### src/rtl/spicmd_pkg.sv
package spicmd_pkg;
   typedef enum logic [2:0] {
      ST_IDLE  = 3'd0,
      ST_OPC   = 3'd1,
      ST_WDATA = 3'd2,
      ST_READ  = 3'd3,
      ST_HOLD  = 3'd4
   } spi_st_e;
endpackage

### src/rtl/spicmd_sync.sv
module spicmd_sync #(
   parameter int         WIDTH   = 3,
   parameter int         STAGES  = 2,
   parameter logic [WIDTH-1:0] RST_VAL = '0
) (
   input  logic             clk,
   input  logic             rst_n,
   input  logic [WIDTH-1:0] async_i,
   output logic [WIDTH-1:0] sync_o
);
   generate
      if (STAGES < 1) begin : g_bad
         $error("spicmd_sync: STAGES must be at least 1");
      end
   endgenerate

   logic [WIDTH-1:0] chain [STAGES];

   generate
      for (genvar k = 0; k < STAGES; k++) begin : g_stage
         always_ff @(posedge clk or negedge rst_n) begin
            if (!rst_n) chain[k] <= RST_VAL;
            else if (k == 0) chain[k] <= async_i;
            else chain[k] <= chain[(k == 0) ? 0 : k-1];
         end
      end
   endgenerate

   assign sync_o = chain[STAGES-1];
endmodule

### src/rtl/spicmd_decoder.sv
module spicmd_decoder
   import spicmd_pkg::*;
#(
   parameter int              OPC_W   = 8,
   parameter int              STAT_W  = 16,
   parameter logic [OPC_W-1:0] OP_WREN = 8'h06,
   parameter logic [OPC_W-1:0] OP_WRDI = 8'h04,
   parameter logic [OPC_W-1:0] OP_WRST = 8'h02,
   parameter logic [OPC_W-1:0] OP_RDST = 8'h03,
   parameter logic [OPC_W-1:0] OP_RDDG = 8'h05
) (
   input  logic              clk,
   input  logic              rst_n,
   input  logic              sel,
   input  logic              rise,
   input  logic              din,
   output spi_st_e           st_o,
   output logic              wel_o,
   output logic [STAT_W-1:0] ctrl_o,
   output logic              ld_stat_o,
   output logic              ld_diag_o
);
   localparam int OCNT_W = $clog2(OPC_W);
   localparam int DCNT_W = $clog2(STAT_W + 2);
   localparam logic [OCNT_W-1:0] OCNT_LAST = OCNT_W'(OPC_W - 1);
   localparam logic [DCNT_W-1:0] DCNT_FULL = DCNT_W'(STAT_W);
   localparam logic [DCNT_W-1:0] DCNT_OVER = DCNT_W'(STAT_W + 1);

   generate
      if (OPC_W < 2 || STAT_W < 2) begin : g_bad
         $error("spicmd_decoder: OPC_W and STAT_W must be at least 2");
      end
   endgenerate

   spi_st_e           st;
   logic              wel;
   logic [STAT_W-1:0] ctrl_q;
   logic [STAT_W-1:0] dsh;
   logic [OPC_W-1:0]  opc_sh;
   logic [OPC_W-1:0]  opc_nx;
   logic [OCNT_W-1:0] ocnt;
   logic [DCNT_W-1:0] dcnt;

   assign opc_nx = {opc_sh[OPC_W-2:0], din};

   always_ff @(posedge clk or negedge rst_n) begin
      if (!rst_n) begin
         st        <= ST_IDLE;
         wel       <= 1'b0;
         ctrl_q    <= '0;
         dsh       <= '0;
         opc_sh    <= '0;
         ocnt      <= '0;
         dcnt      <= '0;
         ld_stat_o <= 1'b0;
         ld_diag_o <= 1'b0;
      end else begin
         ld_stat_o <= 1'b0;
         ld_diag_o <= 1'b0;
         if (!sel) begin
            if (st == ST_WDATA && dcnt == DCNT_FULL) begin
               ctrl_q <= dsh;
               wel    <= 1'b0;
            end
            st   <= ST_IDLE;
            ocnt <= '0;
            dcnt <= '0;
         end else begin
            unique case (st)
               ST_IDLE: st <= ST_OPC;
               ST_OPC: begin
                  if (rise) begin
                     opc_sh <= opc_nx;
                     ocnt   <= ocnt + 1'b1;
                     if (ocnt == OCNT_LAST) begin
                        if (opc_nx == OP_WREN) begin
                           wel <= 1'b1;
                           st  <= ST_HOLD;
                        end else if (opc_nx == OP_WRDI) begin
                           wel <= 1'b0;
                           st  <= ST_HOLD;
                        end else if (opc_nx == OP_WRST) begin
                           st <= wel ? ST_WDATA : ST_HOLD;
                        end else if (opc_nx == OP_RDST) begin
                           ld_stat_o <= 1'b1;
                           st        <= ST_READ;
                        end else if (opc_nx == OP_RDDG) begin
                           ld_diag_o <= 1'b1;
                           st        <= ST_READ;
                        end else begin
                           st <= ST_HOLD;
                        end
                     end
                  end
               end
               ST_WDATA: begin
                  if (rise) begin
                     dsh <= {dsh[STAT_W-2:0], din};
                     if (dcnt != DCNT_OVER) dcnt <= dcnt + 1'b1;
                  end
               end
               default: ;
            endcase
         end
      end
   end

   assign st_o   = st;
   assign wel_o  = wel;
   assign ctrl_o = ctrl_q;
endmodule

### src/rtl/spicmd_shifter.sv
module spicmd_shifter #(
   parameter int W = 16
) (
   input  logic         clk,
   input  logic         rst_n,
   input  logic         sel,
   input  logic         fall,
   input  logic         load,
   input  logic [W-1:0] load_val,
   output logic         miso_o,
   output logic         oe_o
);
   logic [W-1:0] sh;

   always_ff @(posedge clk or negedge rst_n) begin
      if (!rst_n) begin
         sh     <= '0;
         miso_o <= 1'b0;
         oe_o   <= 1'b0;
      end else begin
         oe_o <= sel;
         if (!sel) begin
            sh     <= '0;
            miso_o <= 1'b0;
         end else if (load) begin
            sh <= load_val;
         end else if (fall) begin
            miso_o <= sh[W-1];
            sh     <= {sh[W-2:0], 1'b0};
         end
      end
   end
endmodule

### src/rtl/spicmd_slave.sv
module spicmd_slave
   import spicmd_pkg::*;
#(
   parameter int OPC_W       = 8,
   parameter int STAT_W      = 16,
   parameter int DIAG_W      = 8,
   parameter int SYNC_STAGES = 2
) (
   input  logic              clk,
   input  logic              rst_n,
   input  logic              spi_sclk,
   input  logic              spi_cs_n,
   input  logic              spi_mosi,
   output logic              spi_miso,
   output logic              spi_miso_oe,
   input  logic [DIAG_W-1:0] diag_i,
   output logic [STAT_W-1:0] ctrl_o
);
   localparam int PAD_W = STAT_W - DIAG_W;

   generate
      if (DIAG_W < 1 || STAT_W < DIAG_W) begin : g_bad
         $error("spicmd_slave: need 1 <= DIAG_W <= STAT_W");
      end
   endgenerate

   logic [2:0]        pins_s;
   logic              sclk_s, cs_s, mosi_s, sclk_d;
   logic              sel, rise, fall;
   spi_st_e           st;
   logic              wel;
   logic [STAT_W-1:0] ctrl_q;
   logic              ld_stat, ld_diag;
   logic [STAT_W-1:0] diag_al;
   logic [STAT_W-1:0] load_val;

   spicmd_sync #(.WIDTH(3), .STAGES(SYNC_STAGES), .RST_VAL(3'b010)) i_sync (
      .clk     (clk),
      .rst_n   (rst_n),
      .async_i ({spi_mosi, spi_cs_n, spi_sclk}),
      .sync_o  (pins_s)
   );

   assign sclk_s = pins_s[0];
   assign cs_s   = pins_s[1];
   assign mosi_s = pins_s[2];

   always_ff @(posedge clk or negedge rst_n) begin
      if (!rst_n) sclk_d <= 1'b0;
      else sclk_d <= sclk_s;
   end

   assign sel  = ~cs_s;
   assign rise = sclk_s & ~sclk_d;
   assign fall = ~sclk_s & sclk_d;

   spicmd_decoder #(.OPC_W(OPC_W), .STAT_W(STAT_W)) i_dec (
      .clk       (clk),
      .rst_n     (rst_n),
      .sel       (sel),
      .rise      (rise),
      .din       (mosi_s),
      .st_o      (st),
      .wel_o     (wel),
      .ctrl_o    (ctrl_q),
      .ld_stat_o (ld_stat),
      .ld_diag_o (ld_diag)
   );

   generate
      if (PAD_W == 0) begin : g_diag_full
         assign diag_al = diag_i;
      end else begin : g_diag_pad
         assign diag_al = {diag_i, {PAD_W{1'b0}}};
      end
   endgenerate

   assign load_val = ld_diag ? diag_al : ctrl_q;

   spicmd_shifter #(.W(STAT_W)) i_shift (
      .clk      (clk),
      .rst_n    (rst_n),
      .sel      (sel),
      .fall     (fall),
      .load     (ld_stat | ld_diag),
      .load_val (load_val),
      .miso_o   (spi_miso),
      .oe_o     (spi_miso_oe)
   );

   assign ctrl_o = ctrl_q;
endmodule

### config.mk
export PLATFORM = sky130hd
export DESIGN_NAME = spicmd_slave
export DESIGN_NICKNAME = d
export VERILOG_FILES = /design/src/rtl/spicmd_pkg.sv /design/src/rtl/spicmd_sync.sv /design/src/rtl/spicmd_decoder.sv /design/src/rtl/spicmd_shifter.sv /design/src/rtl/spicmd_slave.sv
export SDC_FILE = /design/constraint.sdc
export NUM_CORES = 1
export LEC_CHECK = 0
export BUFFER_PORTS_ARGS = -buffer_cell sky130_fd_sc_hd__buf_2
export CAP_MARGIN = 0
export CORE_AREA = 2 2 104 76
export DETAILED_ROUTE_END_ITERATION = 7
export DIE_AREA = 0 0 106 78
export GPL_ROUTABILITY_DRIVEN = 0
export PLACE_DENSITY = 0.76
export SLEW_MARGIN = 30
export SYNTH_ARGS = -nofsm -noshare
export SYNTH_HDL_FRONTEND = slang
export SYNTH_HIERARCHICAL = 1
export SYNTH_SLANG_ARGS = --single-unit
### constraint.sdc
create_clock -name clk -period 4.2 [get_ports clk]
set_clock_uncertainty 0.05 [all_clocks]
set_input_delay 0.84 -clock clk [delete_from_list [all_inputs] [get_ports clk]]
set_output_delay 0.84 -clock clk [all_outputs]
set_load 0.01 [all_outputs]
== Word level (Yosys, flattened, before mapping) ==
Cells that the tools add are included.

* Add/subtract/negate cells: 2
* Equal/unequal tests: 14
* Mux-type cells: 48
* Bitwise gates (word level): 6
* Reductions and logical operators: 19

{| class="wikitable"
|+ Operators by type and width
! cell !! count
|-
| $mux 16 || 4
|-
| $mux 3 || 12
|-
| $mux 1 || 27
|-
| $eq 8x3->1 const B || 3
|-
| $mux 5 || 4
|-
| $eq 8x2->1 const B || 2
|-
| $reduce_and 3->1 || 4
|-
| $reduce_bool 2->1 || 6
|-
| $reduce_bool 3->1 || 3
|-
| $ne 3x2->1 const B || 2
|-
| $pmux 3 s2 || 1
|-
| $reduce_and 2->1 || 3
|-
| $add 5x1->5 const B || 1
|-
| $eq 5x5->1 const B || 1
|-
| $ne 5x5->1 const B || 1
|-
| $reduce_and 5->1 || 1
|-
| $add 3x1->3 const B || 1
|-
| $eq 3x1->1 const B || 1
|-
| $eq 3x2->1 const B || 1
|-
| $eq 3x3->1 const B || 1
|-
| $logic_not 3->1 || 1
|-
| $not 1->1 || 3
|-
| $and 1x1->1 || 2
|-
| $ne 2x1->1 const B || 1
|-
| other kinds (3) || 3
|}

* Bits in registers: 78
* Input port bits: 13
* Word-level logic and storage cells: 104

== Longest topological paths before layout ==
Gate-level depths: netlist of run 1.

* Depth in word-level cells: 10
* Depth in mapped cells: 8
* Depth with buffers taken out: 6

== By module ==
Netlist of run 1, hierarchy kept.

{| class="wikitable"
|+ By module, submodules not included
! module !! instances !! cells an instance !! area each (um^2) !! sequential area each (um^2)
|-
| spicmd_decoder || 1 || 161 || 2308.5 || 1326.3
|-
| spicmd_shifter || 1 || 76 || 845.8 || 450.4
|-
| spicmd_slave || 1 || 23 || 221.5 || 25.0
|-
| spicmd_sync || 1 || 9 || 175.2 || 152.6
|}

== Least setup slack after synthesis of run 1 ==
Ideal clock, no wire load.

* Path type: register to register
* From: register i_sync.chain, in the netlist i_sync/sync_o[1]
* To: register i_dec.ctrl_q[10], in the netlist i_dec/ctrl_o[10]
* Library setup time: 125 ps
* Data arrival time: 1667 ps
* Path slack: 2358 ps
* Cell stages (with the launch flop): 8
* Period minus slack after synthesis: 1842 ps
* Cells stage by stage: dfstp_2 buf_4 inv_1 buf_6 and4bb_1 nand2_2 buf_6 mux2_4

* Cells in the longest elaborated chain, start to end: 1

{| class="wikitable"
|+ Ends and longest elaborated chain
! element !! RTL line !! RTL
|-
| start, declared || spicmd_sync.sv:17 || <nowiki>logic [WIDTH-1:0] chain [STAGES];</nowiki>
|-
| start signal, assigned by index || spicmd_sync.sv:23 || <nowiki>else if (k == 0) chain[k] <= async_i;</nowiki>
|-
| start signal, assigned by index || spicmd_sync.sv:24 || <nowiki>else chain[k] <= chain[(k == 0) ? 0 : k-1];</nowiki>
|-
| $reduce_and 2->1 (no source line) || n/a ||
|-
| end signal, assigned || spicmd_decoder.sv:62 || <nowiki>ctrl_q <= dsh;</nowiki>
|-
| end, declared || spicmd_decoder.sv:37 || <nowiki>logic [STAT_W-1:0] ctrl_q;</nowiki>
|}

No other way between the ends.
A chain may end at the register's enable or synchronous reset.

== Worst setup path after layout of run 1 ==
* From: register i_sync.chain, in the netlist i_sync/sync_o[1]
* To: register i_dec.ctrl_q[0], in the netlist i_dec/ctrl_o[0]

The elaborated chain is that of the path after synthesis.

==> results of run 1 <==
[Yosys cell counts, types with 3 or more instances]
cell type,n
mux2_4,10
nor3b_1,3
a21oi_1,16
mux2_2,37
o21ai_0,14
xnor2_1,3
nand2_1,6
and2b_1,3
dfrtp_1,76
o21ai_1,6
clkbuf_1,3
buf_6,4
mux2i_1,20
inv_1,4
nor2b_1,12
buf_2,3
nand3_1,4
buf_4,6
and2_1,4
ha_1,5
[metal layers]
layer / share of wire (%) / GRT usage, % / vias up
met2: 45 / 22.39 / 22
met4: 0.93 / 5.526 / 0
met3: 2.9 / 5.378 / 7
met1: 51 / 22.39 / 995
li1: - / - / 983
met5: 0 / 0 / -
[power breakdown]
part / switching [mW] / internal [mW]
Sequential: 0.0244 / 0.775
Combinational: 0.0497 / 0.0469
Clock: 0.249 / 0.304
[registers in the layout, summed over array words and instances (netlist names), 3 cells and up]
name           count
i_dec/dcnt         5
i_shift/sh        16
i_sync/chain       3
i_dec/st_o         3
i_dec/ocnt         3
i_dec/dsh         16
i_sync/sync_o      3
i_dec/ctrl_o      16
i_dec/opc_sh       7
[cell usage in the layout (no fill, tap or decap), drive strengths merged]
cell / instances
a21oi: 16
or2: 1
nor2b: 12
or3: 1
clkbuf: 12
inv: 5
a31oi: 1
o21ai: 20
and4bb: 3
mux2i: 20
nor2: 2
nand3: 4
a22o: 1
nor3: 1
dfstp: 2
bufinv: 1
and3: 1
nor4b: 1
buf: 30
or4b: 1
xor2: 2
and2b: 3
mux2: 47
xnor2: 3
and2: 4
nand2: 9
o31a: 1
o22ai: 1
dfrtp: 76
nand2b: 2
ha: 5
a21boi: 1
clkinv: 3
nand4: 2
nor3b: 3
[area by class of cell]
cell class | instances | area (sq um)
clock buffers | 12 | 155.1
clock inverters | 4 | 45.04
fillers | 629 | 3303
inverters | 5 | 18.77
multi-input cells | 168 | 1434
flip-flops and latches | 78 | 1954
well taps | 98 | 122.6
repair buffers | 30 | 156.4
[per-stage QoR]
stage                     hold slack [ns]  setup WS (ns)  power (mW)  cells
after global placement             0.2829          1.972      0.9067    379
after floorplan                    0.2812          2.358      0.8864    269
after CTS                          0.3040          1.926       1.472    395
after detailed placement           0.2864          1.944      0.9119    379
after global routing               0.3131          1.799       1.521    395
final                              0.3035          1.929       1.449    395
[cells by family (layout without fill, tap and decap cells)]
family | after synthesis | after routing | synth area share, %
AOI/OAI and AO/OA | 41 | 41 | 6.132
xor gates and xnor gates | 5 | 5 | 1.233
adders and majority gates | 5 | 5 | 1.762
buffers and inverters | 23 | 51 | 4.791
DFF | 78 | 78 | 55.04
muxes | 67 | 67 | 21.60
and+or+nand+nor | 50 | 50 | 9.443
[how the worst max path moves through the flow]
| stage | end | cells after the start | slack [ns] | from |
|---|---|---|---|---|
| finish | i_dec/ctrl_o[0] | 4 | 1.93 | i_sync/sync_o[1] |
| global route | i_dec/ctrl_o[2] | 4 | 1.80 | i_sync/sync_o[1] |
| CTS | i_dec/ctrl_o[0] | 4 | 1.93 | i_sync/sync_o[1] |
| detailed placement | i_dec/ctrl_o[6] | 4 | 1.94 | i_sync/sync_o[1] |
| global placement | i_dec/ctrl_o[2] | 4 | 1.97 | i_sync/sync_o[1] |
| floorplan | i_dec/ctrl_o[10] | 7 | 2.36 | i_sync/sync_o[1] |
==> qor.txt, run 1 <==
Synthesis warning total: 6
CTS tree: built
Power per Cell Area: 372.9 mW/mm^2
First-pass GRT wire length: 9.929 mm
Core ar.: 0.007189 sq mm
Largest area contributor in the netlist: dfrtp_1
# setup viols final: 0
Synth Net Count: 287
Final ANT Viol Nets: 0
CTS Buffer Depth: 2
Global Route Usage Sum: 15.73%
Synthesized area per cell: 13.20 sq um
Clock H-tree levels: 3
Hold buffers post-CTS: 0
Share of the synthesized area in the top cell type: 53.56%
Drt wl/cell: 14.97 um
Startpoint types: register
Hold Path Sink: i_sync/sync_o[0]
Synth-to-Final Area Change: 9.443%
Vias in the first global route: 1,928
1st-iter DRT viols: 60
Post-synth EDFFs: 0
Starting Density: 49.39%
Largest net degree at the start of global routing: 79
DIE AREA: 0.008268 sq mm
WP data required: 4.37 ns
Setup CP Type: reg -> reg
Status: finished clean
Max-Cap Viols: 0
Via count: 2,007
Worst r2r dst: i_dec/ctrl_o[0]
Post-Route Setup TNS: 0 ns
Worst-Margin Slew: 0.9190 ns
Hold Crit Class: reg -> reg
Rows: 26
Worst-path maximum fanout: 36
TritonCTS Buffers: 9
Final #Nets: 310
FF-to-FF path depth: 4
Worst Path Buf+Inv: 1
Detailed placement HPWL: 4.012 mm
Clk slew on worst S/H paths: 0.07 ns
Setup Buffers After CTS: 0
RSZ-0062 raised after global routing: no
Max incr delay on CP: 0.65 ns
Crit path DAT: 2.44 ns
GRT overflow: 0
Final Max Tran Viols: 0
Clock Sinks: 78
FF-to-FF Start: i_sync/sync_o[1]
Crit path max-delay cell type: inv_1
Die X: 106 um
Share of layout cells above drive strength 1: 34.68%
Final Util: 54.06%
Min-delay src: i_sync/chain[3]
Slew headroom: 38.66%
Final Hold Vio Count: 0
Antenna violations before repair: 0
Final antenna diode count: 0
Top delay family on crit path: simple AND/OR/NAND/NOR gates
Num ports: 31
Critical Path, Cell by Cell: inv_1 -> and4bb_1 -> nand2_2 -> mux2_2
Synth Instances: 269
VDD IR max: 0.0001407 V
Root buf cell: clkbuf_8
Ys async rst share: 100.0%
Crit share post-route: 54.07%
Post-synthesis cell area: 0.003551 sq mm
Post-CTS sizing: 0
Placed cell area: 0.003682 sq mm
Crit path time final: 2.271 ns
Register area share after synthesis: 55.04%
Synth top area cells: dfrtp_1, mux2_2, mux2i_1
Clock Latency Late Sink: 0.33 ns
P_leak: 1.952 nW
DRT Pass-1 Iters: 4
Height of the chip: 78 um
Post-route cell area: 0.003886 sq mm
Fmax: 0.4404 GHz
WHS Path Cells: 0
Remaining routing DRC violations: 0
Drt total wl: 5.915 mm
Port buffer count: 30
Worst Setup End Kind: register
Synth cell types: 43
Synthesized flop and latch total: 78
Avg Vias per Cell: 5.081
Top_reg_cell synth: dfrtp_1
Minimum setup slack among reg-to-reg paths: 1.93 ns
(Power assumes the default switching activity.)
==> run 2: changes to the inputs <==
clock period = 2.2 ns   (was 4.2 ns; I/O delays follow)
==> run 2 against run 1 <==
  * Clock-buffer cell count rose by 1
  * Critical path depth rose by 1
  * Clock power rose by 95%
  * Via count rose by 2.6%
  * Core utilization rose by 0.59 points
  * Wire length rose by 4.6%
  * Largest cell class unchanged
==> qor.txt, run 2 (same netlist as run 1, synthesis figures left out) <==
DIE AREA: 0.008268 sq mm (unchanged)
Most common cell after layout, fill and taps aside: dfrtp_1
Final #Nets: 315 (+1.6%)
Max incr delay on CP: 0.40 ns (-0.25 ns)
Drt total wl: 6.185 mm (+4.6%)
Combinational power share: 6.9% (+0.2 points)
Hold Crit Class: in -> async
Starting Density: 49.39% (unchanged)
Setup CP Type: reg -> reg
Crit path DAT: 2.06 ns (-0.38 ns)
Final Max Tran Viols: 0 (unchanged)
Port buffer count: 30 (unchanged)
Num ports: 31 (unchanged)
Worst-Margin Slew: 0.5156 ns (-0.4034 ns)
P_leak: 1.970 nW (+0.91%)
Worst Setup End Kind: register
GRT overflow: 0 (unchanged)
Share of layout cells above drive strength 1: 35.43% (+0.75 points)
Height of the chip: 78 um (unchanged)
# setup viols final: 0 (unchanged)
Hold buffers post-CTS: 0 (unchanged)
CTS Buffer Depth: 2 (unchanged)
Internal Power: 2.159 mW (+92%)
Placed cell area: 0.003727 sq mm (+1.2%)
Max-Cap Viols: 0 (unchanged)
Sw frac: 22.84% (+0.51 points)
Clock power share: 38.5% (+0.3 points)
Fmax: 0.5353 GHz (+22%)
Post-Place Cells: 384 (+1.3%)
Synth-to-Final Area Change: 10.64%
VDD IR max: 0.0003970 V (+180%)
First-pass GRT wire length: 10.36 mm (+4.3%)
Met3 Track Usage GR: 5.378% (unchanged)
Clk slew on worst S/H paths: 0.07 ns (about the same)
Power per Cell Area: 712.1 mW/mm^2 (+91%)
P_sw: 0.6389 mW (+97%)
Post-Route Setup TNS: 0 ns (unchanged)
Grt peak-use layer: met2
1st-iter DRT viols: 106 (+77%)
Die X: 106 um (unchanged)
Final antenna diode count: 0 (unchanged)
M2 GR Usage: 24.97% (+2.6 points)
Final ANT Viol Nets: 0 (unchanged)
Detailed placement HPWL: 4.193 mm (+4.5%)
Crit path max-delay cell type: nand2_2
Clock H-tree levels: 3 (unchanged)
Status: finished clean
Worst r2r dst: i_dec/ctrl_o[2]
Via count: 2,059 (+2.6%)
Avg Vias per Cell: 5.148 (+1.3%)
Remaining routing DRC violations: 0 (unchanged)
GR Util met1: 22.29% (-0.097 points)
CTS tree: built
Rows: 26 (unchanged)
Drt wl/cell: 15.46 um (+3.3%)
Post-CTS sizing: 0 (unchanged)
Crit share post-route: 84.91% (+31 points)
Antenna violations before repair: 0 (unchanged)
Final worst-path setup slack: 0.3319 ns (-1.597 ns)
DRT Pass-1 Iters: 4 (unchanged)
Critical Path, Cell by Cell: inv_1 -> ha_1 -> and4bb_1 -> nand2_2 -> mux2_2
Seq pwr share: 54.6% (-0.5 points)
Crit path time final: 1.868 ns (-0.4027 ns)
Worst-path maximum fanout: 17 (-53%)
Minimum setup slack among reg-to-reg paths: 0.33 ns (-1.60 ns)
Setup Buffers After CTS: 0 (unchanged)
Largest net degree at the start of global routing: 79 (unchanged)
Most frequent cells in the layout: dfrtp_1, mux2_2, buf_2
TritonCTS Buffers: 9 (unchanged)
Slew headroom: 65.50% (+27 points)
Clock Sinks: 78 (unchanged)
Place WS: 0.3393 ns (-1.605 ns)
Fill cells: 606 (-3.7%)
Startpoint types: register
Final Hold Vio Count: 0 (unchanged)
Root buf cell: clkbuf_8
Vias in the first global route: 2,064 (+7.1%)
Total Power: 2.798 mW (+93%)
Core ar.: 0.007189 sq mm (unchanged)
FF-to-FF Start: i_dec/dcnt[0]
FF-to-FF path depth: 5 (+1)
Non-Filler Instances: 400 (+1.3%)
WP data required: 2.39 ns (-1.98 ns)
RSZ-0062 raised after global routing: no
Global Route Usage Sum: 16.48% (+0.75 points)
Clock Latency Late Sink: 0.35 ns (+0.02 ns)
Post-route cell area: 0.003929 sq mm (+1.1%)
## run 2: how the worst max path moves through the flow
stage | startpoint | endpoint | slack [ns] | depth (start not counted)
after global routing | i_dec/dcnt[0] | i_dec/ctrl_o[5] | 0.24 | 5
after floorplan | i_sync/sync_o[1] | i_dec/ctrl_o[10] | 0.36 | 7
after CTS | i_dec/dcnt[0] | i_dec/ctrl_o[2] | 0.34 | 5
after detailed placement | i_dec/dcnt[0] | i_dec/ctrl_o[2] | 0.34 | 5
after global placement | i_dec/dcnt[0] | i_dec/ctrl_o[3] | 0.43 | 5
final | i_dec/dcnt[0] | i_dec/ctrl_o[2] | 0.33 | 5
## run 2: per-stage QoR
step	utilization (%)	hold WS [ns]
3_3_place_gp	51.84	0.2816
3_5_place_dp	51.84	0.2920
5_1_grt	54.65	0.07309
2_1_floorplan	-	0.09441
4_1_cts	54.65	0.06404
6_report	54.65	0.02041
## run 2: layout make-up
| cell class | count | area (sq um) | share of cell area [%] |
|---|---|---|---|
| Timing Repair Buffer | 35 | 202.7 | 5.159 |
| Tap cell | 98 | 122.6 | 3.121 |
| Clock buffer | 13 | 158.9 | 4.045 |
| Sequential cell | 78 | 1954 | 49.75 |
| Clock inverter | 3 | 42.54 | 1.083 |
| Multi-Input combinational cell | 168 | 1429 | 36.37 |
| Inverter | 5 | 18.77 | 0.4777 |
## run 2: critical path: cells and delay by family (launching register included)
kind,cells,cell delay (ns)
simple gates,2,0.61
mux,1,0.40
flops,1,0.39
fa+ha+maj,1,0.22
buf+inv,1,0.09
## run 2: routing by layer
metal	vias to the layer above	share of wire [%]
met2	30	47
li1	996	-
met5	-	0
met1	1024	47
met3	9	4.0
met4	0	1.2
## run 2: power by group through the flow
stage               Clock [mW]  Combinational (mW)  Sequential, mW
floorplan                    0               0.167            1.53
global placement             0               0.190            1.55
detailed placement           0               0.196            1.56
CTS                       1.11               0.197            1.53
global route              1.19               0.215            1.53
finish                    1.08               0.193            1.53
